<file path="src/rtl/atten_pkg.sv">
package atten_pkg;

    localparam int ATT_BITS = 6;

    typedef enum logic [1:0] {
        ST_POWER_WAIT = 2'd0,
        ST_FOLLOW     = 2'd1,
        ST_LOCKED     = 2'd2,
        ST_FROZEN     = 2'd3
    } att_state_e;

endpackage

</file>
<file path="src/rtl/atten_in_sample.sv">
module atten_in_sample #(
    parameter int W = atten_pkg::ATT_BITS
) (
    input  logic         clk_i,
    input  logic         rst_ni,
    input  logic         ser_sel_i,
    input  logic         latch_en_i,
    input  logic [W-1:0] ctrl_i,
    input  logic         preset_a_i,
    input  logic         preset_b_i,
    output logic         ser_q,
    output logic         le_q,
    output logic [W-1:0] ctrl_q,
    output logic [1:0]   preset_q
);

    always_ff @(posedge clk_i or negedge rst_ni) begin
        if (!rst_ni) begin
            ser_q    <= 1'b0;
            le_q     <= 1'b0;
            ctrl_q   <= '1;
            preset_q <= 2'b11;
        end else begin
            ser_q    <= ser_sel_i;
            le_q     <= latch_en_i;
            ctrl_q   <= ctrl_i;
            preset_q <= {preset_b_i, preset_a_i};
        end
    end

endmodule

</file>
<file path="src/rtl/atten_pwr_timer.sv">
module atten_pwr_timer #(
    parameter int DELAY_CYCLES = 25_000_000
) (
    input  logic clk_i,
    input  logic rst_ni,
    output logic expired_o
);

    localparam int CW = $clog2(DELAY_CYCLES + 1);
    localparam logic [CW-1:0] LIMIT = CW'(DELAY_CYCLES);

    logic [CW-1:0] count_q;

    assign expired_o = (count_q == LIMIT);

    always_ff @(posedge clk_i or negedge rst_ni) begin
        if (!rst_ni) begin
            count_q <= '0;
        end else if (!expired_o) begin
            count_q <= count_q + 1'b1;
        end
    end

    // once expired, the timer never leaves that condition
    a_r2_expiry_sticky: assert property (@(posedge clk_i) disable iff (!rst_ni)
        expired_o |=> expired_o);

    a_r2_count_bounded: assert property (@(posedge clk_i) disable iff (!rst_ni)
        count_q <= LIMIT);

endmodule

</file>
<file path="src/rtl/atten_latch_fsm.sv">
module atten_latch_fsm
    import atten_pkg::*;
#(
    parameter int W = ATT_BITS
) (
    input  logic         clk_i,
    input  logic         rst_ni,
    input  logic         expired_i,
    input  logic         ser_q,
    input  logic         le_q,
    input  logic [W-1:0] ctrl_q,
    input  logic [1:0]   preset_q,
    output logic [W-1:0] att_word_o,
    output logic         ready_o
);

    localparam logic [W-1:0] WORD_ZERO_DB = '1;
    localparam logic [W-1:0] WORD_MAX_DB  = '0;
    localparam logic [W-1:0] WORD_TOP_ONE = ~(W'(1) << (W - 1));
    localparam logic [W-1:0] WORD_TOP_TWO = ~(W'(3) << (W - 2));

    att_state_e state_q, state_d;
    logic [W-1:0] preset_word;
    logic         open_path;

    // preset_q = {b, a}
    always_comb begin
        unique case (preset_q)
            2'b00:   preset_word = WORD_MAX_DB;
            2'b01:   preset_word = WORD_TOP_TWO;
            2'b10:   preset_word = WORD_TOP_ONE;
            default: preset_word = WORD_ZERO_DB;
        endcase
    end

    assign open_path = !ser_q && le_q;

    always_comb begin
        state_d = state_q;
        unique case (state_q)
            ST_POWER_WAIT: begin
                if (expired_i) begin
                    if (ser_q)     state_d = ST_FROZEN;
                    else if (le_q) state_d = ST_FOLLOW;
                    else           state_d = ST_LOCKED;
                end
            end
            ST_FOLLOW, ST_LOCKED, ST_FROZEN: begin
                if (ser_q)     state_d = ST_FROZEN;
                else if (le_q) state_d = ST_FOLLOW;
                else           state_d = ST_LOCKED;
            end
            default: state_d = ST_POWER_WAIT;
        endcase
    end

    always_ff @(posedge clk_i or negedge rst_ni) begin
        if (!rst_ni) state_q <= ST_POWER_WAIT;
        else         state_q <= state_d;
    end

    always_ff @(posedge clk_i or negedge rst_ni) begin
        if (!rst_ni) begin
            att_word_o <= WORD_ZERO_DB;
            ready_o    <= 1'b0;
        end else begin
            unique case (state_q)
                ST_POWER_WAIT: begin
                    if (expired_i) begin
                        att_word_o <= le_q ? ctrl_q : preset_word;
                        ready_o    <= 1'b1;
                    end
                end
                ST_FOLLOW, ST_LOCKED, ST_FROZEN: begin
                    if (open_path) att_word_o <= ctrl_q;
                end
                default: att_word_o <= att_word_o;
            endcase
        end
    end

    // no attenuation before the power-up word is committed
    a_r1_min_atten_before_ready: assert property (@(posedge clk_i) disable iff (!rst_ni)
        !ready_o |-> att_word_o == WORD_ZERO_DB);

    // the commit happens only on an expired timer
    a_r2_commit_needs_expiry: assert property (@(posedge clk_i) disable iff (!rst_ni)
        $rose(ready_o) |-> $past(expired_i));

    // transparent path follows the sampled pins
    a_r5_follow_pins: assert property (@(posedge clk_i) disable iff (!rst_ni)
        (ready_o && !ser_q && le_q) |=> att_word_o == $past(ctrl_q));

    // closed latch or serial select keeps the word unchanged
    a_r6_hold_when_closed: assert property (@(posedge clk_i) disable iff (!rst_ni)
        (ready_o && (ser_q || !le_q)) |=> $stable(att_word_o));

    // ready is sticky
    a_r10_ready_sticky: assert property (@(posedge clk_i) disable iff (!rst_ni)
        ready_o |=> ready_o);

endmodule

</file>
<file path="src/rtl/atten_ctrl_latch.sv">
module atten_ctrl_latch #(
    parameter int ATT_W        = atten_pkg::ATT_BITS,
    parameter int DELAY_CYCLES = 25_000_000
) (
    input  logic             clk_i,
    input  logic             rst_ni,
    input  logic             ser_sel_i,
    input  logic             latch_en_i,
    input  logic [ATT_W-1:0] ctrl_i,
    input  logic             preset_a_i,
    input  logic             preset_b_i,
    output logic [ATT_W-1:0] att_word_o,
    output logic             ready_o
);

    logic             ser_q;
    logic             le_q;
    logic [ATT_W-1:0] ctrl_q;
    logic [1:0]       preset_q;
    logic             expired;

    atten_in_sample #(.W(ATT_W)) sample_i (
        .clk_i      (clk_i),
        .rst_ni     (rst_ni),
        .ser_sel_i  (ser_sel_i),
        .latch_en_i (latch_en_i),
        .ctrl_i     (ctrl_i),
        .preset_a_i (preset_a_i),
        .preset_b_i (preset_b_i),
        .ser_q      (ser_q),
        .le_q       (le_q),
        .ctrl_q     (ctrl_q),
        .preset_q   (preset_q)
    );

    atten_pwr_timer #(.DELAY_CYCLES(DELAY_CYCLES)) timer_i (
        .clk_i     (clk_i),
        .rst_ni    (rst_ni),
        .expired_o (expired)
    );

    atten_latch_fsm #(.W(ATT_W)) fsm_i (
        .clk_i      (clk_i),
        .rst_ni     (rst_ni),
        .expired_i  (expired),
        .ser_q      (ser_q),
        .le_q       (le_q),
        .ctrl_q     (ctrl_q),
        .preset_q   (preset_q),
        .att_word_o (att_word_o),
        .ready_o    (ready_o)
    );

endmodule

</file>
<file path="config.mk">
export PLATFORM = sky130hd
export DESIGN_NAME = atten_ctrl_latch
export DESIGN_NICKNAME = d
export VERILOG_FILES = /design/src/rtl/atten_pkg.sv /design/src/rtl/atten_in_sample.sv /design/src/rtl/atten_pwr_timer.sv /design/src/rtl/atten_latch_fsm.sv /design/src/rtl/atten_ctrl_latch.sv
export SDC_FILE = /design/constraint.sdc
export NUM_CORES = 1
export LEC_CHECK = 0
export BUFFER_PORTS_ARGS = -buffer_cell sky130_fd_sc_hd__clkbuf_2
export CAP_MARGIN = 30
export CELL_PAD_IN_SITES_DETAIL_PLACEMENT = 1
export CELL_PAD_IN_SITES_GLOBAL_PLACEMENT = 2
export CORE_MARGIN = 5
export CORE_UTILIZATION = 40
export DETAILED_ROUTE_END_ITERATION = 7
export PLACE_DENSITY = 0.87
export SLEW_MARGIN = 20
export SYNTH_ARGS = -nofsm -noshare
export SYNTH_HDL_FRONTEND = slang
export SYNTH_HIERARCHICAL = 1
export SYNTH_SLANG_ARGS = --single-unit
</file>
<file path="constraint.sdc">
create_clock -name clk_i -period 2.6 [get_ports clk_i]
set_input_delay 0.26 -clock clk_i [delete_from_list [all_inputs] [get_ports clk_i]]
set_output_delay 0.26 -clock clk_i [all_outputs]
set_load 0.1 [all_outputs]
</file>
### Word-level counts from Yosys, hierarchy flattened

Index checks and enable logic that the tools add are counted.

| cells by class | value |
|---|---|
| multiplexer cells | 9 |
| add/subtract/negate cells | 1 |
| reduce and logical (&&, ||, !) cells | 7 |
| equal/unequal tests | 8 |

Operators by type and width:

| kind | count |
|---|---|
| adder 25 x 1 -> 25 bit, second input constant | 1 |
| equality test 25 bit, second input constant | 1 |
| two-way mux 6 bit | 3 |
| case mux 6 bit (3 select lines) | 1 |
| case mux 6 bit (2 select lines) | 1 |
| equality test 2 bit, second input constant | 3 |
| two-way mux 2 bit | 3 |
| equality test 2 x 1 -> 1 bit, second input constant | 2 |
| logical NOT 2 bit | 2 |
| case mux 2 bit (2 select lines) | 1 |
| AND reduction 2 bit | 2 |
| OR reduction 3 bit | 1 |
| inequality test 2 x 1 -> 1 bit, second input constant | 1 |
| inequality test 2 bit, second input constant | 1 |
| logical AND 1 bit | 1 |
| logical NOT 1 bit | 1 |

| storage, ports and cells | value |
|---|---|
| bits in registers | 44 |
| logic and storage cells | 33 |

### Longest topological paths before layout

Gate-level depths: netlist of run 1.

| depth | value |
|---|---|
| depth after elaboration | 5 |
| mapped depth | 7 |

### Hierarchy

Netlist of run 1, hierarchy kept.

By module, submodules not included:

| module | times used | seq. area each (um^2) | cells an instance | area an instance (um^2) |
|---|---|---|---|---|
| atten_pwr_timer | 1 | 625.6 | 100 | 1174.9 |
| atten_latch_fsm | 1 | 232.7 | 37 | 462.9 |
| atten_in_sample | 1 | 260.2 | 10 | 260.2 |

### Worst setup path before layout of run 1

OpenSTA, ideal clock, no wires.

| path | value |
|---|---|
| path type | reg-to-reg |
| start point | reg timer_i.count_q[0] |
| end point | reg fsm_i.att_word_o[0] |
| required time | 2.518 ns |
| path buffers | 0 |
| slack | 0.738 ns |
| clock period less this slack | 1.862 ns |
| stages on the path, launching flop included | 8 |
| setup time | 0.082 ns |
| arrival time | 1.780 ns |
| path through | dfrtp_1 > inv_1 > ha_1 > nor4bb_1 > nand4_1 > nor3b_4 > mux2i_4 > mux2_2 |

| on the way | value |
|---|---|
| cells in the longest elaborated chain, start to end | 3 |

RTL lines:

| element | RTL line | source |
|---|---|---|
| start, declared | atten_pwr_timer.sv:12 | `logic [CW-1:0] count_q;` |
| start signal, assigned | atten_pwr_timer.sv:20 | `count_q <= count_q + 1'b1;` |
| equality test 25 bit | atten_pwr_timer.sv:14 | `assign expired_o = (count_q == LIMIT);` |
| named net expired | atten_ctrl_latch.sv:20 | `logic expired;` |
| inequality test 2 bit (no source line) | - |  |
| AND reduction 2 bit (no source line) | - |  |
| end signal, assigned | atten_latch_fsm.sv:70 | `att_word_o <= le_q ? ctrl_q : preset_word;` |
| end signal, assigned | atten_latch_fsm.sv:75 | `if (open_path) att_word_o <= ctrl_q;` |
| end signal, assigned | atten_latch_fsm.sv:77 | `default: att_word_o <= att_word_o;` |
| end, declared | atten_latch_fsm.sv:13 | `output logic [W-1:0] att_word_o,` |

The timed path passes the listed nets, and every way through them passes these cells.
A chain may end at the register's enable or synchronous reset.

### Worst setup path after layout of run 1

| path | value |
|---|---|
| start point | reg timer_i.count_q[0] |
| end point | reg fsm_i.att_word_o[3] |

The elaborated chain is that of the path after synthesis.

==> results of run 1 <==
## power groups by stage
stage	sequential [mW]	combinational, mW	clock, mW
4_1_cts	0.701	0.0436	0.450
3_3_place_gp	0.713	0.0349	0
5_1_grt	0.702	0.0480	0.480
3_5_place_dp	0.714	0.0423	0
6_report	0.701	0.0418	0.429
2_1_floorplan	0.713	0.0121	0
## cell type report
class / count / area [um^2]
Clock buffer: 6 / 82.6
Inverter: 7 / 26.3
Clock inverter: 2 / 10.0
Fill cell: 498 / 2480
Timing Repair Buffer: 20 / 128
Sequential cell: 44 / 1120
Multi-Input combinational cell: 94 / 744
Tap cell: 54 / 67.6
## worst max path at each step
| stage | endpoint | slack [ns] |
|---|---|---|
| after detailed placement | fsm_i/att_word_o[3] | 0.52 |
| after global placement | fsm_i/att_word_o[5] | 0.64 |
| final | fsm_i/att_word_o[3] | 0.54 |
| after CTS | fsm_i/att_word_o[5] | 0.52 |
| after floorplan | fsm_i/att_word_o[0] | 0.74 |
| after global routing | fsm_i/att_word_o[3] | 0.42 |
## worst register-to-register path: cells and delay by family (launching register included)
kind | cells | cell delay [ns]
flops | 1 | 0.44
simple gates | 3 | 0.86
buf+inv | 1 | 0.08
fa+ha+maj | 1 | 0.13
mux | 2 | 0.49
## logic make-up (layout without fill, tap and decap cells)
family / after synthesis / in the layout / synth area share, %
mux: 14 / 14 / 8.57
compound gates: 2 / 2 / 0.659
buf+inv: 9 / 35 / 1.85
simple gates: 53 / 53 / 18.1
fa+ha+maj: 2 / 2 / 1.32
flops: 44 / 44 / 58.9
xor+xnor: 23 / 23 / 10.6
## stage by stage
stage          cells  cell area [um^2]
6_report         227              2180
5_1_grt          227              2180
4_1_cts          227              2180
3_5_place_dp     218              2070
3_3_place_gp     217              2050
2_1_floorplan    147              1900
## Yosys cell counts (2+ instances only)
library cell and count:
dfrtp_1 30, xnor2_1 21, dfstp_2 14, nand3_1 12
nand2_1 9, inv_1 7, mux2_2 7, and3_1 6
nor2_1 6, mux2i_1 5, nand4_1 5, and4_1 2
ha_1 2, nand2b_1 2, xor2_1 2
## flip-flops by register name, indices dropped and copies added (netlist names)
register,flops
sample_i/ser_q,1
fsm_i/ready_o,1
timer_i/count_q,25
sample_i/ctrl_q,6
fsm_i/state_q,2
fsm_i/att_word_o,6
sample_i/preset_q,2
sample_i/le_q,1
## routing by layer
layer,up-vias,routed length (um)
met1,582,1610
met5,-,0
met2,10,1850
met4,0,27
met3,3,92
li1,550,-
## what timing repair did
action,in CTS,in global routing
hold buffers,1,0
endpoints found under the setup margin,0,0
endpoints found under the hold margin,6,0
==> metrics, run 1 <==
status finished clean; hold worst-path end sample_i/preset_q[0]; critical hold path startpoint preset_a_i; Worst VDD drop 0.549 mV; Synth async-reset ratio 100%; CP max stage cell dfrtp_1; clock power share 36.6%; vias post-DR 1145; CP Max Fanout 6; Seq/Total Area, Yosys 58.9%; Post-Synthesis Cells 147; FMAX 486 MHz; CTS root buffer clkbuf_8; mapped cell area 1900 um^2; Vias/cell 5.04; Largest delay share family, worst path simple AND/OR/NAND/NOR gates; cell type with the largest total area after synthesis dfrtp_1; Post-DP HPWL 2.78 mm; die width 78.9 um; Setup TNS 0 ns; Pwr Total 1.17 mW; largest net degree at the start of global routing 25; required time of the critical path 2.81 ns; flops & latches, synth 44; switching power 0.244 mW; Crit path largest cell delay 0.44 ns; Detail Route Antenna Nets 0; Post-synth EDFFs 0; syn_nets 161; DR iter-0 viols 24; CTS tree built; CP startpoint kind flop; CTS Buf Count 5; DRT Wirelength 3.58 mm; Synth Warn # 6; Max Slew Vio Count 0; fin crit period 2.06 ns; Worst-Margin Slew 0.567 ns; Max-Cap Viols 0; flop-to-flop setup slack 0.54 ns; DIE AREA 6220 um^2; Final WS setup 0.542 ns; crit path from timer_i/count_q[0]; pwr/cell area 538 nW/um^2; H-tree lvl count 2; slew margin rel. 62.2%; Sw Share 20.8%; Crit path depth 7; RSZ-0062 raised after global routing no; crit-path cells inv_1 -> ha_1 -> nor4bb_1 -> nand4_1 -> nor3b_4 -> mux2i_4 -> mux2_2; Overflow after GRT 0; CP arrival 2.27 ns; crit path kind reg -> reg; Skew-Pair Late Insertion Delay 0.29 ns; Pre-antenna DRT Iters 2; Initial Util 40.7%; Post-synth top flop dfrtp_1; synthesized area per cell 12.9 um^2; clock tree buffer depth 2; Final GP Congestion 0.733; CORE AREA 4660 um^2; Top Usage Layer GRT met2; global routing usage on met2 20.6%; layout cells sized above 1 31.8%; Worst Clk Skew 0.00558 ns; r2r worst-path depth 7; PortBufs 18; Layout Nets 186; hold path cells 1; post-layout util 46.7%; clock sink total 44; worst min path class in -> reg; pre-CTS WS 0.524 ns; initial antenna violation count 0; synth top area cells dfrtp_1, dfstp_2, xnor2_1; Critical path buffers and inverters 1; commonest non-fill, non-tap cells in the layout dfrtp_1, xnor2_1, clkbuf_2; Die Span Y 78.9 um; commonest non-fill, non-tap cell in the layout dfrtp_1; met1 usage 16.1%; Rows 25; vias in the first global route 1227; top cell type's share of synthesized area 39.6%; LEAKAGE 1.02 nW; antenna cells 0; internal power 0.927 mW; combinational fraction of design power 3.6%; Reg power frac 59.8%; Residual DRC 0; post-CTS setup buffer count 0; first-pass GRT wire length 6.06 mm; PostCTS Resize Cnt 0; CP Capture Type flop; global-route met3 utilization 3.85%; clock-pin slew on the worst setup and hold paths 0.08 ns; reg-to-reg endpoint fsm_i/att_word_o[3]; worst hold margin 0.0483 ns; Setup violations, final 0; # IOs 19; WL/cell 15.8 um; final hold viol count 0; Final period util 79.1%; total track usage 12.5%; Layout area overhead 14.7%; Cell variety after synth 32; RR Startpoint timer_i/count_q[0]
Note: power is estimated with default switching activity, not from simulation.
==> inputs of run 2 (changes only) <==
--- a/config.mk
+++ b/config.mk
@@ -10,9 +10,9 @@
 export CELL_PAD_IN_SITES_DETAIL_PLACEMENT = 1
 export CELL_PAD_IN_SITES_GLOBAL_PLACEMENT = 2
 export CORE_MARGIN = 5
-export CORE_UTILIZATION = 40
+export CORE_UTILIZATION = 36
 export DETAILED_ROUTE_END_ITERATION = 7
-export PLACE_DENSITY = 0.87
+export PLACE_DENSITY = 0.83
 export SLEW_MARGIN = 20
 export SYNTH_ARGS = -nofsm -noshare
 export SYNTH_HDL_FRONTEND = slang
==> constraint.sdc (replaced) <==
create_clock -name clk_i -period 1.7 [get_ports clk_i]
set_input_delay 0.17 -clock clk_i [delete_from_list [all_inputs] [get_ports clk_i]]
set_output_delay 0.17 -clock clk_i [all_outputs]
set_load 0.1 [all_outputs]
==> run 2 against run 1 <==
The run now ends with setup timing left. Count of clock-buffer cells in the layout rose by 2. Critical endpoint is now fsm_i/att_word_o[5]. Total power rose by 55%. Sequential cell count did not move. Largest power group unchanged.
==> metrics, run 2 (synthesis results as in run 1) <==
status finished, violations left; failing checks setup timing; final hold viol count 0; Worst Clk Skew 0.00527 ns; pre-CTS WS -0.213 ns; first-pass GRT wire length 7.02 mm; Post-DP Area 2220 um^2; WL/cell 15.2 um; Top Registers timer_i/count_q (25), fsm_i/att_word_o (6), sample_i/ctrl_q (6); vias post-DR 1314; Post-DP HPWL 3.09 mm; Final period util 107%; max reg flops 25; Setup violations, final 9; commonest non-fill, non-tap cells in the layout dfrtp_1, buf_4, xnor2_1; CTS root buffer clkbuf_8; Rows 26; H-tree lvl count 2; Vias/cell 4.74; CP Capture Type flop; clock tree buffer depth 2; Pre-antenna DRT Iters 2; pwr/cell area 730 nW/um^2; Worst-Margin Slew 0.548 ns; Final GP Congestion 0.750; largest net degree at the start of global routing 45; RSZ-0062 raised after global routing yes; r2r worst-path depth 7; fin crit period 1.82 ns; Reg with most FFs timer_i/count_q; Pwr Total 1.82 mW; Skew-Pair Late Insertion Delay 0.29 ns; DR iter-0 viols 34; Fillers 554; worst hold margin 0.474 ns; CP Max Fanout 6; required time of the critical path 1.92 ns; crit-path cells inv_1 -> ha_1 -> nor4bb_4 -> nand4_1 -> nor3b_4 -> mux2i_4 -> mux2_2; CP startpoint kind flop; Final WS setup -0.119 ns; Crit path largest cell delay 0.38 ns; total track usage 13.8%; FMAX 550 MHz; Detail Route Antenna Nets 0; WL met3 175 um; PortBufs 18; commonest non-fill, non-tap cell in the layout dfrtp_1; Max Slew Vio Count 0; Layout Nets 220; hold path cells 1; final instance area 2490 um^2; # IOs 19; CORE AREA 5110 um^2; WL met1 1.84 mm; slew margin rel. 63.5%; LEAKAGE 1.18 nW; Top Layer Used met4; CP arrival 2.04 ns; Layout area overhead 31.0%; clock sink total 44; vias in the first global route 1435; met2 wire length 2.15 mm; Die Span Y 82.6 um; worst min path class reg -> reg; RR Startpoint timer_i/count_q[0]; flop-to-flop setup slack -0.12 ns; DIE AREA 6820 um^2; Worst VDD drop 0.348 mV; CTS Buf Count 5; DRT Wirelength 4.21 mm; initial antenna violation count 0; critical hold path startpoint timer_i/count_q[21]; Residual DRC 0; antenna cells 0; clock-pin slew on the worst setup and hold paths 0.08 ns; Overflow after GRT 0; die width 82.6 um; CP max stage cell dfrtp_1; reg-to-reg endpoint fsm_i/att_word_o[5]; CTS tree built; hold worst-path end timer_i/count_q[21]; layout cells sized above 1 39.1%; Max-Cap Viols 0; crit path kind reg -> reg; Initial Util 37.2%
[run 2: changes by cell type in the layout (fill, tap and decap cells not counted), sizes merged]
cell | before | now
dlygate4sd3 | 1 | 11
clkbuf | 24 | 26
buf | 1 | 25
clkinv | 2 | 0
[run 2: repair_timing]
item / 4_1_cts / 5_1_grt
hold buffers: 11 / 0
endpoints found under the hold margin: 40 / 0
endpoints found under the setup margin: 12 / 19
buffers inserted: 2 / 3
pin swaps: 6 / 5
gates resized for setup: 4 / 3
[run 2: final cells by class]
type	instances	area, um^2	area share [%]
inverter	7	26.3	1.06
tap	70	87.6	3.52
sequential	44	1120	45.0
multi-input combinational	94	777	31.2
timing repair buffer	54	388	15.6
clock buffer	8	90.1	3.62
[run 2: critical path: cells and delay by family (launching register included)]
| family | cells | cell delay (ns) |
|---|---|---|
| buffers and inverters | 1 | 0.06 |
| adders and majority gates | 1 | 0.15 |
| DFF | 1 | 0.38 |
| and+or+nand+nor | 3 | 0.67 |
| muxes | 2 | 0.48 |
[run 2: how the worst max path moves through the flow]
stage / startpoint / end / cells past startpoint
global route: timer_i/count_q[0] / fsm_i/att_word_o[1] / 7
finish: timer_i/count_q[0] / fsm_i/att_word_o[5] / 7
detailed placement: timer_i/count_q[0] / fsm_i/att_word_o[2] / 7
floorplan: timer_i/count_q[0] / fsm_i/att_word_o[0] / 7
CTS: timer_i/count_q[1] / fsm_i/att_word_o[1] / 7
global placement: timer_i/count_q[0] / fsm_i/att_word_o[1] / 7
[run 2: metal layers]
layer  GRT usage, %  vias to the layer above
li1               -                      620
met1           16.8                      668
met3           4.12                        6
met2           23.7                       20
met5              0                        -
met4           3.27                        0
[run 2: per-stage QoR]
stage | std cells | TNS (ns) | util, %
2_1_floorplan | 147 | -0.456 | -
3_3_place_gp | 254 | -0.130 | 43.6
3_5_place_dp | 254 | -1.68 | 43.6
4_1_cts | 275 | -1.57 | 48.1
5_1_grt | 277 | -2.50 | 48.7
6_report | 277 | -0.770 | 48.7
[run 2: power by group]
part	total, mW	switching (mW)	leakage, nW	internal [mW]
combinational	0.0783	0.0395	0.593	0.0388
clock	0.666	0.334	0.0455	0.332
sequential	1.07	0.00602	0.546	1.07
total	1.82	0.379	1.18	1.44
